File: config.mk
export PLATFORM = sky130hd
export DESIGN_NAME = col_hb_gen
export DESIGN_NICKNAME = d
export VERILOG_FILES = /design/src/rtl/col_hb_pkg.sv /design/src/rtl/col_hb_mode.sv /design/src/rtl/col_hb_sync.sv /design/src/rtl/col_hb_timer.sv /design/src/rtl/col_hb_gen.sv
export SDC_FILE = /design/constraint.sdc
export NUM_CORES = 1
export LEC_CHECK = 0
export ABC_CLOCK_PERIOD_IN_PS = 3400
export BUFFER_PORTS_ARGS = -buffer_cell sky130_fd_sc_hd__buf_2
export CAP_MARGIN = 25
export CORE_MARGIN = 2
export CORE_UTILIZATION = 40
export DETAILED_ROUTE_END_ITERATION = 16
export GPL_ROUTABILITY_DRIVEN = 0
export GPL_TIMING_DRIVEN = 0
export MAX_ROUTING_LAYER = met4
export PLACE_DENSITY_LB_ADDON = 0.05
export SLEW_MARGIN = 20
export SYNTH_ARGS = -nofsm -noshare
export SYNTH_HDL_FRONTEND = slang
export SYNTH_SLANG_ARGS = --single-unit
File: constraint.sdc
create_clock -name clk_i -period 3.4 [get_ports clk_i]
set_input_delay 0.68 -clock clk_i [delete_from_list [all_inputs] [get_ports clk_i]]
set_output_delay 0.68 -clock clk_i [all_outputs]
set_load 0.1 [all_outputs]
File: src/rtl/col_hb_pkg.sv
package col_hb_pkg;
  typedef enum logic [1:0] {
    MODE_OFF      = 2'd0,  // output forced low
    MODE_COL_ONLY = 2'd1,  // overlap detection only
    MODE_COL_HB   = 2'd2   // overlap plus post-transmit test pulse
  } col_mode_e;
endpackage

File: src/rtl/col_hb_mode.sv
module col_hb_mode
  import col_hb_pkg::*;
(
  input  logic      speed100_i,
  input  logic      full_dup_i,
  input  logic      hb_en_i,
  input  logic      rmii_i,
  output col_mode_e mode_o
);
  always_comb begin
    if (rmii_i || full_dup_i)       mode_o = MODE_OFF;
    else if (!speed100_i && hb_en_i) mode_o = MODE_COL_HB;
    else                             mode_o = MODE_COL_ONLY;
  end
endmodule

File: src/rtl/col_hb_sync.sv
module col_hb_sync (
  input  logic clk_i,
  input  logic rst_ni,
  input  logic tx_act_i,
  input  logic rx_act_i,
  output logic tx_q_o,
  output logic rx_q_o,
  output logic tx_fall_o
);
  logic tx_q, rx_q, tx_p;

  always_ff @(posedge clk_i or negedge rst_ni) begin
    if (!rst_ni) begin
      tx_q <= 1'b0;
      rx_q <= 1'b0;
      tx_p <= 1'b0;
    end else begin
      tx_q <= tx_act_i;
      rx_q <= rx_act_i;
      tx_p <= tx_q;
    end
  end

  assign tx_q_o    = tx_q;
  assign rx_q_o    = rx_q;
  assign tx_fall_o = tx_p & ~tx_q;
endmodule

File: src/rtl/col_hb_timer.sv
module col_hb_timer #(
  parameter int PULSE_CYC = 100
) (
  input  logic clk_i,
  input  logic rst_ni,
  input  logic start_i,
  input  logic kill_i,
  output logic run_o
);
  localparam int CNT_W = $clog2(PULSE_CYC + 1);
  localparam logic [CNT_W-1:0] LOAD = CNT_W'(PULSE_CYC);

  logic [CNT_W-1:0] cnt_q;

  always_ff @(posedge clk_i or negedge rst_ni) begin
    if (!rst_ni)            cnt_q <= '0;
    else if (kill_i)        cnt_q <= '0;
    else if (start_i)       cnt_q <= LOAD;
    else if (cnt_q != '0)   cnt_q <= cnt_q - 1'b1;
  end

  assign run_o = (cnt_q != '0);
endmodule

File: src/rtl/col_hb_gen.sv
module col_hb_gen
  import col_hb_pkg::*;
#(
  parameter int CLK_PER_US = 100,
  parameter int PULSE_CYC  = CLK_PER_US
) (
  input  logic clk_i,
  input  logic rst_ni,
  input  logic tx_act_i,
  input  logic rx_act_i,
  input  logic speed100_i,
  input  logic full_dup_i,
  input  logic hb_en_i,
  input  logic rmii_i,
  output logic col_o
);
  col_mode_e mode;
  logic      tx_q, rx_q, tx_fall, hb_run, hb_ok, col_d, col_q;

  col_hb_mode u_mode (
    .speed100_i (speed100_i),
    .full_dup_i (full_dup_i),
    .hb_en_i    (hb_en_i),
    .rmii_i     (rmii_i),
    .mode_o     (mode)
  );

  col_hb_sync u_sync (
    .clk_i     (clk_i),
    .rst_ni    (rst_ni),
    .tx_act_i  (tx_act_i),
    .rx_act_i  (rx_act_i),
    .tx_q_o    (tx_q),
    .rx_q_o    (rx_q),
    .tx_fall_o (tx_fall)
  );

  assign hb_ok = (mode == MODE_COL_HB);

  col_hb_timer #(.PULSE_CYC(PULSE_CYC)) u_timer (
    .clk_i   (clk_i),
    .rst_ni  (rst_ni),
    .start_i (tx_fall & hb_ok),
    .kill_i  (tx_q),
    .run_o   (hb_run)
  );

  // a fresh transmission masks a running pulse in the same cycle
  always_comb begin
    col_d = 1'b0;
    if (mode != MODE_OFF)
      col_d = (tx_q & rx_q) | (hb_run & ~tx_q & hb_ok);
  end

  always_ff @(posedge clk_i or negedge rst_ni) begin
    if (!rst_ni) col_q <= 1'b0;
    else         col_q <= col_d;
  end

  assign col_o = col_q;
endmodule

==> out/qor.txt, run 1 <==
Filler Cell Count = 129
Mean cell area of the mapped netlist = 10.8 um^2
Number of global-route vias before repair = 433
Max transition margin = 67.6%
Maximum root-to-sink buffer count = 2
Total Routed Length = 1100 um
Worst IR Drop VDD = 0.400 mV
DRC violation count after routing = 0
Core Box Area = 0.00127 mm^2
Cell chosen for the clock root = clkbuf_4
CTS sink cnt = 11
Height of the die = 40.3 um
Pwr per Cell Area = 913 mW/mm^2
Final setup slack of the worst path = 1.59 ns
Count of hold buffers inserted by post-cts repair = 0
H-tree depth = 1
Final setup vio count = 0
Total placed cells including tap cells = 72
Worst clock skew = 0.00389 ns
Top-Level Pins = 9
Maximum clock frequency = 0.554 GHz
Number of distinct library cells after synthesis = 28
Final total power = 0.559 mW
Number of violations of the max-capacitance limit = 0
Type of the tightest min-delay check = input pin to asynchronous set/reset pin
Sequential area share after synthesis = 52.3%
Net count reported at finish = 72
CTS buffer count = 3
Standard-cell row count = 13
Overall track demand over capacity in global routing = 18.9%
Clock latency on the worst-skew pair = 0.27 ns
Crit path capture type = register
Chip Width = 40.3 um
RSZ-0062 raised after global routing = no
Cell area after synthesis = 527 um^2
Wire length of the first global-routing pass = 1810 um
Count of port buffers added during placement = 8
Post-CTS Resized = 0
Synth warn = 0
CTS tree = built
Number of DRC markers after the initial detailed-route iteration = 6
Per-cell via count in the routed design = 5.58
Routed WL per cell = 14.5 um
Number of register bits inferred by synthesis = 11
Status = finished clean
Vias post-DR = 424
Synthesized netlist cell count = 49
Fraction of final layout cells sized beyond drive strength 1 = 21.3%
Starting Density = 41.5%
Commonest non-fill, non-tap cells in the layout = 11 x dfrtp_1, 8 x buf_2, 4 x inv_1, 4 x o21ai_0
Post CTS Setup Buffer Count = 0
Accumulated negative setup slack = 0 ns
Data arrival time at the worst-slack endpoint = 1.99 ns
Synth Net Count = 59
Part of the cycle the worst path needs = 53.1%
N_diodes = 0
Layout-stage area growth over the synthesis result = 16.2%
Actual transition at the worst max-transition pin = 0.489 ns
Final antenna-violating net count = 0
Count of TritonRoute iterations in the first routing pass = 4
Highest fanout seen on the critical path = 9
Die Area = 0.00162 mm^2
Reg2Reg Launch Point = u_timer.cnt_q[4]
Antenna violations before repair = 0
Data required time of the critical path = 3.59 ns
Startpoint class of the critical path = register
Commonest non-fill, non-tap cell in the layout = dfrtp_1
Final count of hold timing violations = 0
Leakage power of the design = 0.282 nW
Critical Path Source = u_timer.cnt_q[4]
Largest net degree at the start of global routing = 12
Post-layout minimum cycle time = 1.81 ns
Start-to-end type of the worst setup path = register to register
Clock-pin slew on the worst setup and hold paths = 0.07 ns
Worst-case setup slack after placement = 1.62 ns
Final non-filler cell total = 76
Fin. max-slew vios = 0
Worst hold slack = 0.261 ns
Global route overflow = 0
==> logic make-up (layout without fill, tap and decap cells) <==
| family | after synthesis | after routing | share of synthesized area (%) |
|---|---|---|---|
| adders and majority gates | 2 | 2 | 4.75 |
| buffers and inverters | 6 | 18 | 4.51 |
| and+or+nand+nor | 15 | 15 | 17.8 |
| AOI/OAI and AO/OA | 13 | 13 | 17.3 |
| xor gates and xnor gates | 2 | 2 | 3.33 |
| DFF | 11 | 11 | 52.3 |
==> worst paths after layout <==
kind / end / slack, ns / cells past startpoint
worst min register to register: u_sync.tx_p / 0.38 / 0
worst min-delay path: u_timer.cnt_q[4] / 0.26 / 1
worst max register to register: u_timer.cnt_q[6] / 1.59 / 4
min in group clk_i: u_sync.tx_p / 0.38 / 0
max in group asynchronous: u_timer.cnt_q[1] / 2.93 / 1
worst max-delay path: u_timer.cnt_q[6] / 1.59 / 4
==> where the power goes <==
group	switching, mW	internal, mW	total (mW)
combinational	0.150	0.113	0.263
clock	0.0453	0.0455	0.0908
sequential	0.0335	0.171	0.204
==> metal layers <==
metal,GRT usage [%],vias up,part of all wire (%)
met3,5.00,3,1.9
met5,-,-,0
met2,28.2,9,50
met1,20.9,206,45
li1,-,206,-
met4,15.8,0,2.7
==> synthesized netlist by cell type <==
cell / instances / share of area (%)
o21a_1: 1 / 1.4
dfrtp_1: 11 / 52
and3_1: 1 / 1.2
o211ai_1: 1 / 1.4
or4_1: 3 / 4.3
nand3_1: 1 / 0.95
a21oi_1: 1 / 0.95
nor4b_1: 1 / 1.7
a2111oi_2: 1 / 2.8
xor2_1: 1 / 1.7
nand4b_1: 1 / 1.7
o21ai_0: 4 / 3.8
nor4_1: 1 / 1.2
clkbuf_2: 1 / 0.95
nor3b_1: 1 / 1.4
a2111oi_0: 1 / 1.7
o31ai_1: 1 / 1.4
a31oi_1: 2 / 2.4
inv_1: 4 / 2.8
buf_1: 1 / 0.71
ha_1: 2 / 4.7
xnor2_1: 1 / 1.7
nor3_1: 1 / 0.95
nand2_1: 1 / 0.71
nor2_1: 2 / 1.4
a21boi_0: 1 / 1.4
nor2b_1: 1 / 1.2
nand2b_1: 1 / 1.2
==> area by class of cell <==
type	count	area, um^2	share of cell area, %
Clock buffer	4	26.3	4.29
Timing Repair Buffer	8	40.0	6.54
Inverter	4	15.0	2.45
Sequential cell	11	275	45.0
Buffer	2	8.76	1.43
Tap cell	15	18.8	3.07
Multi-Input combinational cell	32	228	37.2
==> critical path, stage by stage, from the launching register on <==
cell	delay (ns)
dfrtp_1	0.40
or4_1	0.53
clkbuf_2	0.18
or4_1	0.41
a31oi_1	0.20
==> sequential cells by signal (all words and copies together) (netlist names) <==
signal	flops
u_timer.cnt_q	7
u_sync.rx_q_o	1
u_sync.tx_q_o	1
col_o	1
u_sync.tx_p	1
==> per-stage QoR <==
| step | cell area (um^2) | util (%) |
|---|---|---|
| 2_1_floorplan | 527 | - |
| 3_5_place_dp | 586 | 46.2 |
| 5_1_grt | 612 | 48.2 |
| 3_3_place_gp | 586 | 46.2 |
| 6_report | 612 | 48.2 |
| 4_1_cts | 612 | 48.2 |
(Power assumes the default switching activity.)
==> run 2, diff against run 1 <==
Settings changed: ABC_CLOCK_PERIOD_IN_PS 3400 to 1600.
Clock period 3.4 ns to 1.6 ns, I/O delays scaled along.
==> run 2 against run 1 <==
- the run now ends with negative setup slack left
- combinational power rose to 3.3 times the previous value
- flip-flop and latch count did not move
- die area did not move
==> out/qor.txt, run 2 (synthesized netlist as in run 1, its figures left out) <==
Largest delay share family, worst path = simple AND/OR/NAND/NOR gates (unchanged)
Worst clock skew = 0.00150 ns (was 0.00389 ns)
Commonest non-fill, non-tap cell in the layout = dfrtp_1 (unchanged)
Per-cell via count in the routed design = 5.51 (was 5.58)
Number of DRC markers after the initial detailed-route iteration = 6 (unchanged)
Highest fanout seen on the critical path = 5 (was 9)
Sequential power share = 28.4% (was 36.6%)
Max transition margin = 67.7% (was 67.6%)
Filler Cell Count = 110 (was 129)
Leakage power of the design = 0.322 nW (was 0.282 nW)
Final total power = 1.49 mW (was 0.559 mW)
H-tree depth = 1 (unchanged)
Data arrival time at the worst-slack endpoint = 1.89 ns (was 1.99 ns)
Post-layout minimum cycle time = 1.70 ns (was 1.81 ns)
Critical path buffers and inverters = 1 (unchanged)
Part of the cycle the worst path needs = 106% (was 53.1%)
Antenna violations before repair = 0 (unchanged)
CTS tree = built (unchanged)
Start point of the worst hold path = tx_act_i
Number of global-route vias before repair = 447 (was 433)
Die Area = 0.00162 mm^2 (unchanged)
Count of port buffers added during placement = 8 (unchanged)
Height of the die = 40.3 um (unchanged)
Standard-cell row count = 13 (unchanged)
Flip-flop count of the largest register after layout = 7 (unchanged)
Startpoint class of the critical path = register (unchanged)
Total Routed Length = 1260 um (was 1100 um)
Core Box Area = 0.00127 mm^2 (unchanged)
Commonest non-fill, non-tap cells in the layout = 11 x dfrtp_1, 8 x buf_2, 5 x buf_4 (was 11 x dfrtp_1, 8 x buf_2, 4 x inv_1, 4 x o21ai_0)
Global route overflow = 0 (unchanged)
Critical Path Source = u_timer.cnt_q[5] (was u_timer.cnt_q[4])
Clock latency on the worst-skew pair = 0.27 ns (about the same)
Pwr per Cell Area = 2150 mW/mm^2 (was 913 mW/mm^2)
End-of-flow core utilization = 54.7% (was 48.2%)
Chip Width = 40.3 um (unchanged)
Final antenna-violating net count = 0 (unchanged)
Largest net degree at the start of global routing = 12 (unchanged)
Crit path capture type = register (unchanged)
Switching share of power = 39.9% (was 40.9%)
Cell chosen for the clock root = clkbuf_4 (unchanged)
CTS buffer count = 3 (unchanged)
Cell type of the slowest stage on the worst timing path = or4_1 (unchanged)
Actual transition at the worst max-transition pin = 0.488 ns (was 0.489 ns)
Layout-stage area growth over the synthesis result = 31.8% (was 16.2%)
Type of the tightest min-delay check = input pin to register (was input pin to asynchronous set/reset pin)
N_diodes = 0 (unchanged)
Largest stage delay, worst path = 0.52 ns (was 0.53 ns)
Net count reported at finish = 78 (was 72)
Share of power burned in combinational logic = 58.9% (was 47.2%)
Number of violations of the max-capacitance limit = 0 (unchanged)
CTS sink cnt = 11 (unchanged)
Fraction of final layout cells sized beyond drive strength 1 = 34.3% (was 21.3%)
Clk network pwr share = 12.7% (was 16.2%)
DRC violation count after routing = 0 (unchanged)
Final non-filler cell total = 82 (was 76)
Starting Density = 41.5% (unchanged)
Start-to-end type of the worst setup path = register to register (unchanged)
Final count of hold timing violations = 0 (unchanged)
Fin. max-slew vios = 0 (unchanged)
Final setup vio count = 3 (was 0)
Clock-pin slew on the worst setup and hold paths = 0.07 ns (about the same)
Maximum root-to-sink buffer count = 2 (unchanged)
Wire length of the first global-routing pass = 1950 um (was 1810 um)
Cell Chain, Critical Path = or4_1 > clkbuf_8 > or4_1 > a31oi_1 (was or4_1 > clkbuf_2 > or4_1 > a31oi_1)
Count of TritonRoute iterations in the first routing pass = 4 (unchanged)
Switching pwr = 0.597 mW (was 0.229 mW)
Reg2Reg Launch Point = u_timer.cnt_q[5] (was u_timer.cnt_q[4])
Data required time of the critical path = 1.79 ns (was 3.59 ns)
Vias post-DR = 452 (was 424)
Maximum clock frequency = 0.587 GHz (was 0.554 GHz)
Total placed cells including tap cells = 72 (unchanged)
RSZ-0062 raised after global routing = yes (was no)
Instance area after placement = 594 um^2 (was 586 um^2)
Failing checks = negative setup slack
Top-Level Pins = 9 (unchanged)
Routed WL per cell = 15.3 um (was 14.5 um)
Cell Int Power = 0.898 mW (was 0.330 mW)
Post-route standard cell area excluding fillers = 694 um^2 (was 612 um^2)
Most frequent cell on the critical path = or4_1 (unchanged)
Top register by number of flip-flops = u_timer.cnt_q (unchanged)
Final setup slack of the worst path = -0.103 ns (was 1.59 ns)
Overall track demand over capacity in global routing = 20.4% (was 18.9%)
Status = finished with violations (was finished clean)
DPL Wire Length = 817 um
Worst IR Drop VDD = 0.862 mV (was 0.400 mV)
[run 2: cell types whose count changed in the layout (fill, tap and decap cells not counted), sizes merged]
cell	before	now
buf	9	14
dlygate4sd3	0	1
[run 2: repair_timing]
item	CTS	global route
endpoints found under the setup margin	3	8
endpoints found under the hold margin	11	0
pin swaps	1	2
gates resized for setup	1	8
buffers inserted	4	1
hold buffers	1	0
[run 2: layer usage]
layer / up-vias / track usage, % / share of wire (%)
met5: - / - / 0
met4: 0 / 12.5 / 0
met3: 0 / 5.00 / 2.5
met2: 11 / 32.3 / 54
met1: 221 / 23.2 / 44
li1: 220 / - / -
[run 2: final cells by class]
type / instances / area (um^2) / area share [%]
flip-flops and latches: 11 / 275 / 39.6
multi-input cells: 32 / 254 / 36.6
repair buffers: 14 / 87.6 / 12.6
clock buffers: 4 / 26.3 / 3.78
well taps: 15 / 18.8 / 2.70
plain buffers: 2 / 17.5 / 2.52
inverters: 4 / 15.0 / 2.16
[run 2: path summary, 6_finish.rpt]
path                                    end  cells after the start  slack [ns]
setup reg to reg           u_timer.cnt_q[6]                      4       -0.10
min in group asynchronous             col_o                      2        0.45
hold reg to reg                 u_sync.tx_p                      0        0.39
max in group asynchronous     u_sync.rx_q_o                      2        0.95
hold / removal                u_sync.tx_q_o                      1        0.15
setup / recovery           u_timer.cnt_q[6]                      4       -0.10
[run 2: power groups by stage]
stage	Combinational (mW)	Clock (mW)	Sequential [mW]
6_report	0.881	0.190	0.424
2_1_floorplan	0.474	0	0.426
4_1_cts	0.741	0.198	0.418
3_3_place_gp	0.573	0	0.430
5_1_grt	0.955	0.217	0.434
3_5_place_dp	0.599	0	0.437
[run 2: per-stage QoR]
step / TNS, ns / hold slack (ns) / worst slack (ns)
floorplan: -0.0276 / 0.0244 / -0.0276
global placement: -0.143 / 0.193 / -0.0993
detailed placement: -0.158 / 0.197 / -0.100
CTS: -0.123 / 0.145 / -0.0875
global route: -0.645 / 0.129 / -0.185
finish: -0.231 / 0.152 / -0.103
